===== src/rtl/icr_pkg.sv =====
package icr_pkg;
  localparam int DW = 8;
  localparam logic [2:0] A_LCR = 3'd3;
  localparam logic [2:0] A_ICR = 3'd5;
  localparam logic [2:0] A_SPR = 3'd7;
  localparam logic [7:0] LCR_KEY = 8'hBF;
  localparam int RDEN_BIT  = 6;
  localparam int ASTEN_BIT = 7;

  typedef enum logic [1:0] {SRC_STD, SRC_ENH, SRC_IDX, SRC_AST} rsrc_t;

  // true when the index names an implemented bank entry
  function automatic logic idx_in_bank(input logic [7:0] idx, input int n);
    return int'(idx) < n;
  endfunction

  // true when the index points at the status window
  function automatic logic idx_is_status(input logic [7:0] idx);
    return idx[7];
  endfunction

  function automatic logic key_active(input logic [7:0] lcr);
    return lcr == LCR_KEY;
  endfunction
endpackage


===== src/rtl/icr_front.sv =====
module icr_front
  import icr_pkg::*;
(
  input  logic       clk,
  input  logic       rst_n,
  input  logic       wr_en,
  input  logic [2:0] addr,
  input  logic [7:0] wdata,
  output logic [7:0] lcr_q,
  output logic [7:0] spr_q,
  output logic [7:0] enh_q,
  output logic       key_mode,
  output logic       idx_wr_evt,
  output logic       enh_wr_evt
);
  logic port_wr;

  always_comb begin
    key_mode   = key_active(lcr_q);
    port_wr    = wr_en && (addr == A_ICR);
    idx_wr_evt = port_wr && !key_mode;
    enh_wr_evt = port_wr && key_mode;
  end

  always_ff @(posedge clk or negedge rst_n) begin
    if (!rst_n) begin
      lcr_q <= '0;
      spr_q <= '0;
      enh_q <= '0;
    end else begin
      if (wr_en && addr == A_LCR) lcr_q <= wdata;
      if (wr_en && addr == A_SPR) spr_q <= wdata;
      if (enh_wr_evt)             enh_q <= wdata;
    end
  end
endmodule


===== src/rtl/icr_bank.sv =====
module icr_bank
  import icr_pkg::*;
#(
  parameter int NUM_IDX = 16
) (
  input  logic                 clk,
  input  logic                 rst_n,
  input  logic                 wr,
  input  logic [7:0]           idx,
  input  logic [7:0]           wdata,
  output logic [NUM_IDX*8-1:0] regs_flat,
  output logic [7:0]           rd_val
);
  for (genvar k = 0; k < NUM_IDX; k++) begin : g_ent
    localparam logic [7:0] MY_IDX = 8'(k);
    logic [7:0] val_q;
    always_ff @(posedge clk or negedge rst_n) begin
      if (!rst_n)                   val_q <= '0;
      else if (wr && idx == MY_IDX) val_q <= wdata;
    end
    assign regs_flat[k*8 +: 8] = val_q;
  end

  always_comb begin
    rd_val = '0;
    if (idx_in_bank(idx, NUM_IDX)) begin
      for (int k = 0; k < NUM_IDX; k++)
        if (idx == 8'(k)) rd_val = regs_flat[k*8 +: 8];
    end
  end
endmodule


===== src/rtl/icr_rmux.sv =====
module icr_rmux
  import icr_pkg::*;
#(
  parameter int NUM_AST = 4
) (
  input  logic                 rd_en,
  input  logic [2:0]           addr,
  input  logic                 key_mode,
  input  logic [7:0]           lcr_q,
  input  logic [7:0]           spr_q,
  input  logic [7:0]           enh_q,
  input  logic [7:0]           bank_val,
  input  logic [7:0]           ctl0,
  input  logic [7:0]           lsr_in,
  input  logic [NUM_AST*8-1:0] ast_in,
  output rsrc_t                src,
  output logic [7:0]           rdata
);
  logic [7:0] ast_val;
  logic [7:0] icr_val;

  always_comb begin
    ast_val = '0;
    for (int k = 0; k < NUM_AST; k++)
      if (spr_q[6:0] == 7'(k)) ast_val = ast_in[k*8 +: 8];
  end

  always_comb begin
    if (key_mode)                                       src = SRC_ENH;
    else if (idx_is_status(spr_q) && ctl0[ASTEN_BIT])   src = SRC_AST;
    else if (ctl0[RDEN_BIT])                            src = SRC_IDX;
    else                                                src = SRC_STD;
    case (src)
      SRC_ENH: icr_val = enh_q;
      SRC_AST: icr_val = ast_val;
      SRC_IDX: icr_val = bank_val;
      default: icr_val = lsr_in;
    endcase
  end

  always_comb begin
    rdata = '0;
    if (rd_en) begin
      case (addr)
        A_LCR:   rdata = lcr_q;
        A_SPR:   rdata = spr_q;
        A_ICR:   rdata = icr_val;
        default: rdata = '0;
      endcase
    end
  end
endmodule


===== src/rtl/icr_access_unit.sv =====
module icr_access_unit
  import icr_pkg::*;
#(
  parameter int NUM_IDX = 16,
  parameter int NUM_AST = 4
) (
  input  logic                 clk,
  input  logic                 rst_n,
  input  logic                 wr_en,
  input  logic                 rd_en,
  input  logic [2:0]           addr,
  input  logic [7:0]           wdata,
  output logic [7:0]           rdata,
  input  logic [7:0]           lsr_in,
  input  logic [NUM_AST*8-1:0] ast_in,
  output logic [7:0]           lcr_o,
  output logic [7:0]           enh_o,
  output logic [NUM_IDX*8-1:0] idx_regs_o
);
  logic [7:0] lcr_q, spr_q, enh_q, bank_val;
  logic       key_mode, idx_wr_evt, enh_wr_evt;
  rsrc_t      rd_src;

  icr_front u_front (
    .clk(clk), .rst_n(rst_n), .wr_en(wr_en), .addr(addr), .wdata(wdata),
    .lcr_q(lcr_q), .spr_q(spr_q), .enh_q(enh_q), .key_mode(key_mode),
    .idx_wr_evt(idx_wr_evt), .enh_wr_evt(enh_wr_evt)
  );

  icr_bank #(.NUM_IDX(NUM_IDX)) u_bank (
    .clk(clk), .rst_n(rst_n), .wr(idx_wr_evt), .idx(spr_q), .wdata(wdata),
    .regs_flat(idx_regs_o), .rd_val(bank_val)
  );

  icr_rmux #(.NUM_AST(NUM_AST)) u_rmux (
    .rd_en(rd_en), .addr(addr), .key_mode(key_mode), .lcr_q(lcr_q),
    .spr_q(spr_q), .enh_q(enh_q), .bank_val(bank_val),
    .ctl0(idx_regs_o[7:0]), .lsr_in(lsr_in), .ast_in(ast_in),
    .src(rd_src), .rdata(rdata)
  );

  assign lcr_o = lcr_q;
  assign enh_o = enh_q;
endmodule


===== config.mk =====
export PLATFORM = sky130hd
export DESIGN_NAME = icr_access_unit
export DESIGN_NICKNAME = d
export VERILOG_FILES = /design/src/rtl/icr_pkg.sv /design/src/rtl/icr_front.sv /design/src/rtl/icr_bank.sv /design/src/rtl/icr_rmux.sv /design/src/rtl/icr_access_unit.sv
export SDC_FILE = /design/constraint.sdc
export NUM_CORES = 1
export LEC_CHECK = 0
export ABC_AREA = 1
export BUFFER_PORTS_ARGS = -buffer_cell sky130_fd_sc_hd__buf_2
export CORE_AREA = 2 2 118 120
export DETAILED_ROUTE_END_ITERATION = 6
export DIE_AREA = 0 0 120 122
export HOLD_SLACK_MARGIN = 0.03
export MAX_ROUTING_LAYER = met4
export PLACE_DENSITY = 0.9
export SYNTH_ARGS = -nofsm -noshare
export SYNTH_HDL_FRONTEND = slang
export SYNTH_SLANG_ARGS = --single-unit

===== constraint.sdc =====
create_clock -name clk -period 5.3 [get_ports clk]
set_clock_uncertainty 0.05 [all_clocks]
set_input_delay 0 -clock clk [delete_from_list [all_inputs] [get_ports clk]]
set_output_delay 0 -clock clk [all_outputs]
set_load 0.03 [all_outputs]

==> run summary, run 1 <==
Critical Path Source Type - flip-flop
Leakage power figure - 0.004830 uW
Power Dens Cells - 357.5 nW/um^2
Peak supply drop - 265.9 uV
I/O pins - 207
Gate power share - 0.198
# Max-Cap Violations - 0
Largest net degree at the start of global routing - 92
Reg2Reg Setup Slack - 2.82 ns
Least-Margin Pin Slew - 0.9229 ns
Fin. max-slew vios - 0
Synthesis warning total - 0
ANT nets after route - 0
CP required - 5.25 ns
Post-DR vias/cell - 5.745
CP most frequent cell - nand2_1
Congestion Overflow GR - 0
Initial antenna violation count - 0
Final net count - 1222
Relative slew slack - 0.3840
WL per Instance - 18.29 microns
Sw Ratio - 0.3221
Crit path DAT - 3.33 ns
Switch Pwr - 1064 uW
HP Class - input port to async pin
Final Cell Area - 9244 sq um
Iter 0 DRT Violations - 926
Area Growth Syn to Fin - 23.52%
Initial core utilization - 0.5542
Filler cells - 1045
TritonCTS buffer count - 17
Final core utilization - 0.6845
N_diodes - 0
Final hold violation count - 0
WS Path Type - flip-flop to output pin
DRC - 0
Worst path top cell family by delay - simple AND/OR/NAND/NOR gates
Gr usage total - 0.3558
Final setup viols - 0
Register bit total from synthesis - 152
Worst reg2reg path startpoint - u_front.spr_q[4]
CTS tree - yes
Clock share of power - 0.389
Top_reg_cell synth - dfrtp_1
WP buf/inv - 3
Vias in the first global route - 7152
EDFF count, synth - 0
Mapped Area - 7483 sq um
I/O Buffers - 206
Final wirelength - 24.88 mm
Routability congestion estimate - 0.9979
Max Clock Freq - 0.2961 GHz
Crit path depth - 18
Cell variety after synth - 30
Core Region - 13500 sq um
Layout cells sized above 1 - 0.2339
RR Endpoint - u_bank.g_ent[13].val_q[3]
Post-Synthesis Cells - 975
Row count - 43
CP max-delay cell - dfrtp_1
Critical path peak fanout - 11
Critical path endpoint category - output pin
First-pass GRT wire length - 38.34 mm
Post-Syn Area per Cell - 7.675 sq um
Commonest non-fill, non-tap cell in the layout - nand2_1
Die Span Y - 122 microns
FF-to-FF path depth - 8
Clk_lat worst skew - 0.43 ns
Setup TNS - 0 ns
Max clock buf depth - 2
Post-route clock period utilization - 0.6371
Worst-path clk slew - 0.06 ns
Via count - 7813
Mapped Nets - 1030
Slowest cell delay on critical path - 0.48 ns
RSZ-0062 raised after global routing - false
Status - complete, no violations
H-tree levels - 4
Horiz. Die Dim - 120 microns
Post-DP HPWL - 17.27 mm
Initial DRT Pass Iterations - 6
Flop pwr share - 0.413
CTS Sinks - 152
CTS resizes - 0
Crit path time final - 3.377 ns
Die area - 14640 sq um
Most frequent cells in the layout - nand2_1 (338), buf_2 (205), o21ai_0 (155)
CTS Root Buffer Type - clkbuf_16
Placed cell area - 8603 sq um
Cells along the critical path - nand2_1 -> inv_2 -> nand2_2 -> nor2_4 -> nand2_2 -> nand2_1 -> inv_1 -> nand2_1 -> nand4_1 -> nand2_1 -> nand4_1 -> nor3_1 -> nand4_1 -> nand2_1 -> nand2_1 -> nand2_1 -> a21oi_1 -> buf_2
Register area share after synthesis - 0.5083
Asr flop ratio synth - 1.000
P_int - 2240 uW
Post-CTS setup buffer count - 0
==> worst max path at each step <==
| stage | end | start | slack [ns] |
|---|---|---|---|
| final | rdata[5] | u_front.spr_q[0] | 1.92 |
| after global routing | rdata[5] | u_front.spr_q[0] | 1.74 |
| after CTS | rdata[5] | u_front.spr_q[0] | 2.02 |
| after detailed placement | rdata[5] | u_front.spr_q[0] | 2.52 |
| after global placement | rdata[5] | u_front.spr_q[0] | 2.57 |
| after floorplan | rdata[1] | u_front.lcr_q[0] | 3.10 |
==> area by class of cell <==
| class | count | area, sq um | share of cell area |
|---|---|---|---|
| clock buffer | 20 | 456.7 | 0.04940 |
| clock inverter | 12 | 173.9 | 0.01881 |
| inverter | 83 | 311.5 | 0.03370 |
| multi-input combinational | 704 | 3211 | 0.3473 |
| sequential | 152 | 3804 | 0.4115 |
| tap | 180 | 225.2 | 0.02436 |
| timing repair buffer | 209 | 1062 | 0.1149 |
==> synthesized netlist by cell type, types with 7 or more instances <==
cell | number | area share
nand2_1 | 338 | 0.17
nor2_2 | 12 | 0.010
a21oi_1 | 35 | 0.023
o21ai_1 | 9 | 0.0060
inv_1 | 73 | 0.037
dfrtp_1 | 152 | 0.51
nor2_4 | 7 | 0.011
nor2_1 | 55 | 0.028
nand4_1 | 19 | 0.016
nand2_2 | 7 | 0.0059
a22oi_1 | 8 | 0.0080
o21ai_0 | 155 | 0.10
inv_2 | 7 | 0.0035
nor3_1 | 12 | 0.0080
clkbuf_1 | 28 | 0.014
nand3_1 | 17 | 0.011
==> per-layer routing <==
layer / share of wire / vias up / track usage
met3: 0.11 / 113 / 0.08942
met4: 0.044 / 0 / 0.1647
met5: 0 / - / -
met2: 0.48 / 550 / 0.5597
met1: 0.37 / 3580 / 0.4347
li1: - / 3570 / -
==> registers in the layout, summed over array words and instances, names as in the netlist <==
name	flops
u_bank.g_ent.val_q	128
u_front.enh_q	8
u_front.lcr_q	8
u_front.spr_q	8
==> per-stage QoR <==
step,setup slack (ns),instances,total power [uW],hold slack [ns]
finish,1.923,1360,3305,0.1403
global route,1.739,1360,3436,0.2082
CTS,2.016,1360,3301,0.1352
detailed placement,2.518,1327,2021,0.06932
global placement,2.573,1327,2006,0.06262
floorplan,3.104,975,1776,-0.3456
==> power groups by stage <==
stage	logic, uW	clock network [uW]	registers, uW
final	654	1290	1360
after global routing	711	1350	1370
after CTS	651	1290	1360
after detailed placement	644	0	1380
after global placement	628	0	1380
after floorplan	270	0	1510
==> logic make-up (layout without fill, tap and decap cells) <==
family | Yosys count | in the layout | synth area share
compound gates | 224 | 224 | 0.1578
buf+inv | 119 | 324 | 0.06270
simple gates | 480 | 480 | 0.2712
flops | 152 | 152 | 0.5083
==> timing repair <==
item                       4_1_cts  5_1_grt
hold buffers                     1        0
hold endpoints to repair        90        0
setup endpoints to repair        0        0
Power figures use the tool's default switching activity.
==> run 2, diff against run 1 <==
--- a/config.mk
+++ b/config.mk
@@ -5,14 +5,14 @@
 export SDC_FILE = /design/constraint.sdc
 export NUM_CORES = 1
 export LEC_CHECK = 0
-export ABC_AREA = 1
+export ABC_AREA = 0
 export BUFFER_PORTS_ARGS = -buffer_cell sky130_fd_sc_hd__buf_2
-export CORE_AREA = 2 2 118 120
+export CORE_AREA = 2 2 132 134
 export DETAILED_ROUTE_END_ITERATION = 6
-export DIE_AREA = 0 0 120 122
+export DIE_AREA = 0 0 134 136
 export HOLD_SLACK_MARGIN = 0.03
 export MAX_ROUTING_LAYER = met4
-export PLACE_DENSITY = 0.9
+export PLACE_DENSITY = 0.8
 export SYNTH_ARGS = -nofsm -noshare
 export SYNTH_HDL_FRONTEND = slang
 export SYNTH_SLANG_ARGS = --single-unit
==> constraint.sdc (replaced) <==
create_clock -name clk -period 2.7 [get_ports clk]
set_clock_uncertainty 0.05 [all_clocks]
set_input_delay 0 -clock clk [delete_from_list [all_inputs] [get_ports clk]]
set_output_delay 0 -clock clk [all_outputs]
set_load 0.03 [all_outputs]
==> run summary, run 2 <==
Worst reg2reg path startpoint - u_front.spr_q[7]
CTS tree - yes
CP required - 2.65 ns (-2.60 ns)
TritonCTS buffer count - 17 (unchanged)
Register bit total from synthesis - 152 (unchanged)
Tot Pwr - 6840 uW (+110%)
Mapped Nets - 686 (-33%)
Routability congestion estimate - 0.9339 (-6.4%)
Cell variety after synth - 63 (+110%)
Gr usage total - 0.3159 (-0.03990)
Horiz. Die Dim - 134 microns (+12%)
Row count - 48 (+12%)
ANT nets after route - 0 (unchanged)
Final net count - 931 (-24%)
I/O pins - 207 (unchanged)
Post-DR vias/cell - 6.018 (+4.8%)
Cells along the critical path - buf_12 -> clkbuf_4 -> buf_4 -> a2bb2oi_1 -> nor2_1 -> a211oi_1 -> o22ai_1 -> a31o_2 -> buf_2
Most flop-heavy register - u_bank.g_ent.val_q
Worst-path clk slew - 0.07 ns (about the same)
Area Growth Syn to Fin - 31.75%
RSZ-0062 raised after global routing - true
Max clock buf depth - 2 (unchanged)
Pre-CTS WS - 0.1286 ns (-2.389 ns)
Final setup viols - 4 (+4)
Register area share after synthesis - 0.4831 (-0.02520)
CTS Root Buffer Type - clkbuf_16
WL per Instance - 24.89 microns (+36%)
Max Clock Freq - 0.3592 GHz
Fin. max-slew vios - 0 (unchanged)
Vias in the first global route - 6795 (-5.0%)
Final wirelength - 27.75 mm (+12%)
Clk_lat worst skew - 0.43 ns (about the same)
Most frequent cells in the layout - buf_2 (198), mux2_2 (152), dfrtp_1 (146)
Failing checks - setup timing
Share of the synthesized area in the top cell type - 0.4831 (-0.02520)
Critical path endpoint category - output pin
Top_reg_cell synth - dfrtp_1
Crit path launch - u_front.spr_q[0]
Fin Hold WS - 0.1226 ns (-0.01771 ns)
Die area - 18220 sq um (+24%)
# Max-Cap Violations - 0 (unchanged)
I/O Buffers - 206 (unchanged)
Post-Synthesis Cells - 631 (-35%)
Post-route clock period utilization - 1.031
Slowest cell delay on critical path - 0.49 ns (about the same)
Least-Margin Pin Slew - 0.7503 ns (-0.1726 ns)
Die Span Y - 136 microns (+11%)
Status - complete, but fails checks
Power Dens Cells - 659.4 nW/um^2 (+84%)
Post-Syn Area per Cell - 12.48 sq um (+63%)
Final WS setup - -0.08389 ns (-2.007 ns)
Post-DP HPWL - 19.63 mm (+14%)
Congestion Overflow GR - 0 (unchanged)
Layout cells sized above 1 - 0.6085 (+0.3747)
Commonest non-fill, non-tap cell in the layout - buf_2
Max reg flops - 128 (unchanged)
EDFF count, synth - 0 (unchanged)
Crit path time final - 2.784 ns
Final hold violation count - 0 (unchanged)
Critical path peak fanout - 6 (-5)
Initial core utilization - 0.4666 (-0.08759)
Leakage power figure - 0.005249 uW (+8.7%)
Synthesis warning total - 0 (unchanged)
H-tree levels - 4 (unchanged)
Mapped Area - 7874 sq um (+5.2%)
Hold Startpoint - wdata[4]
Peak supply drop - 490.6 uV (+85%)
CTS Sinks - 152 (unchanged)
First-pass GRT wire length - 41.21 mm (+7.5%)
Synth top area cells - dfrtp_1 (48%), mux2_2 (22%), mux4_2 (5.1%)
Core Region - 16880 sq um (+25%)
Initial antenna violation count - 1 (+1)
Crit path DAT - 2.73 ns (-0.60 ns)
CP max-delay cell - dfrtp_2
Via count - 6710 (-14%)
DRC - 0 (unchanged)
Setup TNS - -0.1553 ns (-0.1553 ns)
Iter 0 DRT Violations - 549 (-41%)
HP Class - input port to flip-flop
Synth area leader - dfrtp_1
Largest net degree at the start of global routing - 80 (-13%)
Critical Path Source Type - flip-flop
Initial DRT Pass Iterations - 5 (-1)
Relative slew slack - 0.4998 (+0.1157)
WS Path Type - flip-flop to output pin
Asr flop ratio synth - 1.000 (unchanged)
Post-synth top cells - dfrtp_1 (152), mux2_2 (152), nand2_1 (27), a21oi_1 (24), nor2_1 (21)
-- run 2: cell count changes after synthesis, sizes merged, moves of 16 or more --
cell	previous run	this run
mux4	0	18
nor2	74	33
o21ai	164	19
nand2	346	28
buf	8	26
mux2	0	160
inv	80	7
mux2i	0	16
-- run 2: final timing paths --
kind	endpoint	slack, ns	cells past startpoint
hold / removal	u_bank.g_ent[11].val_q[4]	0.12	2
min in group asynchronous	u_bank.g_ent[13].val_q[0]	0.16	2
hold reg to reg	u_bank.g_ent[3].val_q[7]	0.48	1
max in group asynchronous	u_bank.g_ent[10].val_q[2]	1.69	3
setup / recovery	rdata[2]	-0.08	9
setup reg to reg	u_bank.g_ent[4].val_q[5]	0.19	6
-- run 2: cells by family after synthesis --
logic type      count (synthesis)  synth area share
mux                           194            0.3045
flops                         152            0.4831
simple gates                  125           0.09010
compound gates                108           0.09281
buf+inv                        52           0.02956
-- run 2: timing repair --
item	4_1_cts	5_1_grt
gates resized for setup	42	13
hold buffers	1	0
pin swaps	12	7
endpoints found under the hold margin	76	0
buffers inserted	16	8
gates cloned	2	0
endpoints found under the setup margin	7	8
-- run 2: report_power, final --
| part | internal (uW) | switching, uW |
|---|---|---|
| logic | 809 | 1120 |
| clock network | 1210 | 1060 |
| registers | 2440 | 206 |
-- run 2: area by class of cell --
class	count	area, sq um
Multi-Input combinational cell	427	4004
Inverter	7	26.28
Tap cell	225	281.5
Sequential cell	152	3811
Fill cell	1391	6502
Timing Repair Buffer	271	1685
Clock buffer	17	425.4
Antenna cell	1	2.502
Clock inverter	15	137.6
-- run 2: worst max-delay path, delay by kind of cell, from the launching register on --
| family | cells | cell delay [ns] |
|---|---|---|
| simple gates | 1 | 0.10 |
| flops | 1 | 0.49 |
| compound gates | 4 | 1.02 |
| buf+inv | 4 | 0.69 |
-- run 2: routing by layer --
| metal | wire length, microns | global-route usage | vias up |
|---|---|---|---|
| li1 | - | - | 2858 |
| met1 | 11300 | 0.4029 | 3402 |
| met2 | 13210 | 0.4892 | 378 |
| met3 | 2194 | 0.06488 | 72 |
| met4 | 1047 | 0.1430 | 0 |
| met5 | 0 | - | - |
-- run 2: per-stage QoR --
step | cells | cell area (sq um) | utilization
2_1_floorplan | 631 | 7874 | -
5_1_grt | 1115 | 10370 | 0.6147
4_1_cts | 1106 | 10270 | 0.6085
3_5_place_dp | 1055 | 9349 | 0.5540
6_report | 1115 | 10370 | 0.6147
3_3_place_gp | 1055 | 9349 | 0.5540
==> run 3, diff against run 2 <==
--- a/config.mk
+++ b/config.mk
@@ -12,7 +12,8 @@
 export DIE_AREA = 0 0 134 136
 export HOLD_SLACK_MARGIN = 0.03
 export MAX_ROUTING_LAYER = met4
-export PLACE_DENSITY = 0.8
+export PLACE_DENSITY = 0.75
+export SKIP_CTS_REPAIR_TIMING = 1
 export SYNTH_ARGS = -nofsm -noshare
 export SYNTH_HDL_FRONTEND = slang
 export SYNTH_SLANG_ARGS = --single-unit
==> run summary, run 3 (synthesis results as in run 2) <==
I/O Buffers - 206 (unchanged)
Critical Path Source Type - flip-flop
Crit path DAT - 2.75 ns (+0.02 ns)
DRC - 0 (unchanged)
Routability congestion estimate - 0.9210 (-1.4%)
HP Class - input port to async pin
Critical path peak fanout - 6 (unchanged)
Via count - 6655 (-0.82%)
Leakage power figure - 0.005220 uW (-0.56%)
Gr usage total - 0.3090 (-0.006915)
N_diodes - 0 (-1)
Crit path time final - 2.801 ns (+0.01690 ns)
WL per Instance - 24.42 microns (-1.9%)
Post-DP HPWL - 19.62 mm (about the same)
Post-DR vias/cell - 5.974 (-0.73%)
Row count - 48 (unchanged)
Final net count - 931 (unchanged)
Max Clock Freq - 0.3570 GHz (-0.60%)
CP required - 2.65 ns (about the same)
Final hold violation count - 0 (unchanged)
Final WS setup - -0.1008 ns (-0.01690 ns)
Final Cell Area - 10250 sq um (-1.2%)
Fin Hold WS - 0.1063 ns (-0.01629 ns)
Highest metal used - met4
Setup TNS - -0.2741 ns (-0.1189 ns)
Commonest non-fill, non-tap cell in the layout - buf_2
Die Span Y - 136 microns (unchanged)
Relative slew slack - 0.5089 (+0.009105)
Met3 WL post-DR - 2.050 mm (-6.6%)
I/O pins - 207 (unchanged)
Initial DRT Pass Iterations - 5 (unchanged)
Filler cells - 1386 (-0.36%)
TritonCTS buffer count - 17 (unchanged)
Max clock buf depth - 2 (unchanged)
Slowest cell delay on critical path - 0.55 ns (+0.06 ns)
DR WL met2 - 13.02 mm (-1.4%)
Worst-path clk slew - 0.06 ns (about the same)
Clk_lat worst skew - 0.43 ns (about the same)
ANT nets after route - 0 (unchanged)
CTS tree - yes
Max reg flops - 128 (unchanged)
Cells along the critical path - or4_4 -> or3_4 -> buf_4 -> o22ai_1 -> a211oi_2 -> o22ai_1 -> buf_2
Final wirelength - 27.21 mm (-1.9%)
Met1 WL - 11.21 mm (-0.78%)
Congestion Overflow GR - 0 (unchanged)
Initial core utilization - 0.4666 (unchanged)
CP most frequent cell - o22ai_1
Layout cells sized above 1 - 0.5872 (-0.02137)
Post-route clock period utilization - 1.037 (+0.006260)
Die area - 18220 sq um (unchanged)
CTS Root Buffer Type - clkbuf_16
Final Instance Count excl. Fillers - 1114 (-0.090%)
H-tree levels - 4 (unchanged)
WS Path Type - flip-flop to output pin
Tot Pwr - 6871 uW (+0.45%)
Horiz. Die Dim - 134 microns (unchanged)
Peak supply drop - 486.3 uV (-0.87%)
RSZ-0062 raised after global routing - true
Power Dens Cells - 670.4 nW/um^2 (+1.7%)
# Max-Cap Violations - 0 (unchanged)
Vias in the first global route - 6633 (-2.4%)
Core Region - 16880 sq um (unchanged)
Least-Margin Pin Slew - 0.7367 ns (-0.01366 ns)
Largest net degree at the start of global routing - 77 (-3.8%)
First-pass GRT wire length - 40.29 mm (-2.2%)
Most frequent cells in the layout - buf_2 (201), mux2_2 (152), dfrtp_1 (149)
Placed cell area - 9387 sq um (+0.40%)
Fin. max-slew vios - 0 (unchanged)
Critical path endpoint category - output pin
Status - complete, but fails checks
Final setup viols - 5 (+1)
Iter 0 DRT Violations - 599 (+9.1%)
Failing checks - setup timing
Most flop-heavy register - u_bank.g_ent.val_q
Area Growth Syn to Fin - 30.16%
Dpl cells - 1065 (+0.95%)
CP max-delay cell - or4_4
CTS Sinks - 152 (unchanged)
Initial antenna violation count - 0 (-1)
-- run 3: cell count changes in the layout (fill, tap and decap cells not counted), sizes merged --
cell,previous run,this run
buf,266,269
bufbuf,2,0
bufinv,0,2
clkbuf,19,21
diode,1,0
inv,15,10
-- run 3: power by group --
part | switching [uW] | total, uW | internal, uW
Clock | 967 | 2410 | 1440
Combinational | 1080 | 1820 | 745
Sequential | 196 | 2630 | 2440
Total | 2240 | 6870 | 4630
-- run 3: through the flow --
stage,utilization,worst slack [ns]
3_3_place_gp,0.5562,0.1240
2_1_floorplan,-,0.3816
6_report,0.6073,-0.1008
4_1_cts,0.5922,-0.3309
3_5_place_dp,0.5562,0.1481
5_1_grt,0.6073,-0.1660
-- run 3: area by class of cell --
class / count / area, sq um / area share
multi-input cells: 427 / 3926 / 0.3831
inverters: 7 / 26.28 / 0.002564
clock buffers: 20 / 466.7 / 0.04554
repair buffers: 271 / 1595 / 0.1557
clock inverters: 12 / 140.1 / 0.01367
well taps: 225 / 281.5 / 0.02747
flip-flops and latches: 152 / 3812 / 0.3720
-- run 3: worst paths after layout --
kind	startpoint	depth (start not counted)	endpoint	slack [ns]
min in group clk	wdata[3]	2	u_front.enh_q[3]	0.12
setup / recovery	u_front.spr_q[7]	7	rdata[6]	-0.10
setup reg to reg	u_front.spr_q[7]	5	u_bank.g_ent[2].val_q[4]	0.28
hold reg to reg	u_bank.g_ent[1].val_q[4]	1	u_bank.g_ent[1].val_q[4]	0.48
max in group asynchronous	rst_n	3	u_front.enh_q[1]	1.70
hold / removal	rst_n	2	u_bank.g_ent[4].val_q[1]	0.11
-- run 3: critical path: cells and delay by family (launching register included) --
kind | cells | cell delay, ns
flops | 1 | 0.44
buf+inv | 2 | 0.43
simple gates | 2 | 0.92
compound gates | 3 | 0.53
-- run 3: metal layers --
metal,track usage,vias to the layer above
li1,-,2857
met1,0.3997,3385
met2,0.4823,353
met3,0.05817,60
met4,0.1265,0
met5,-,-
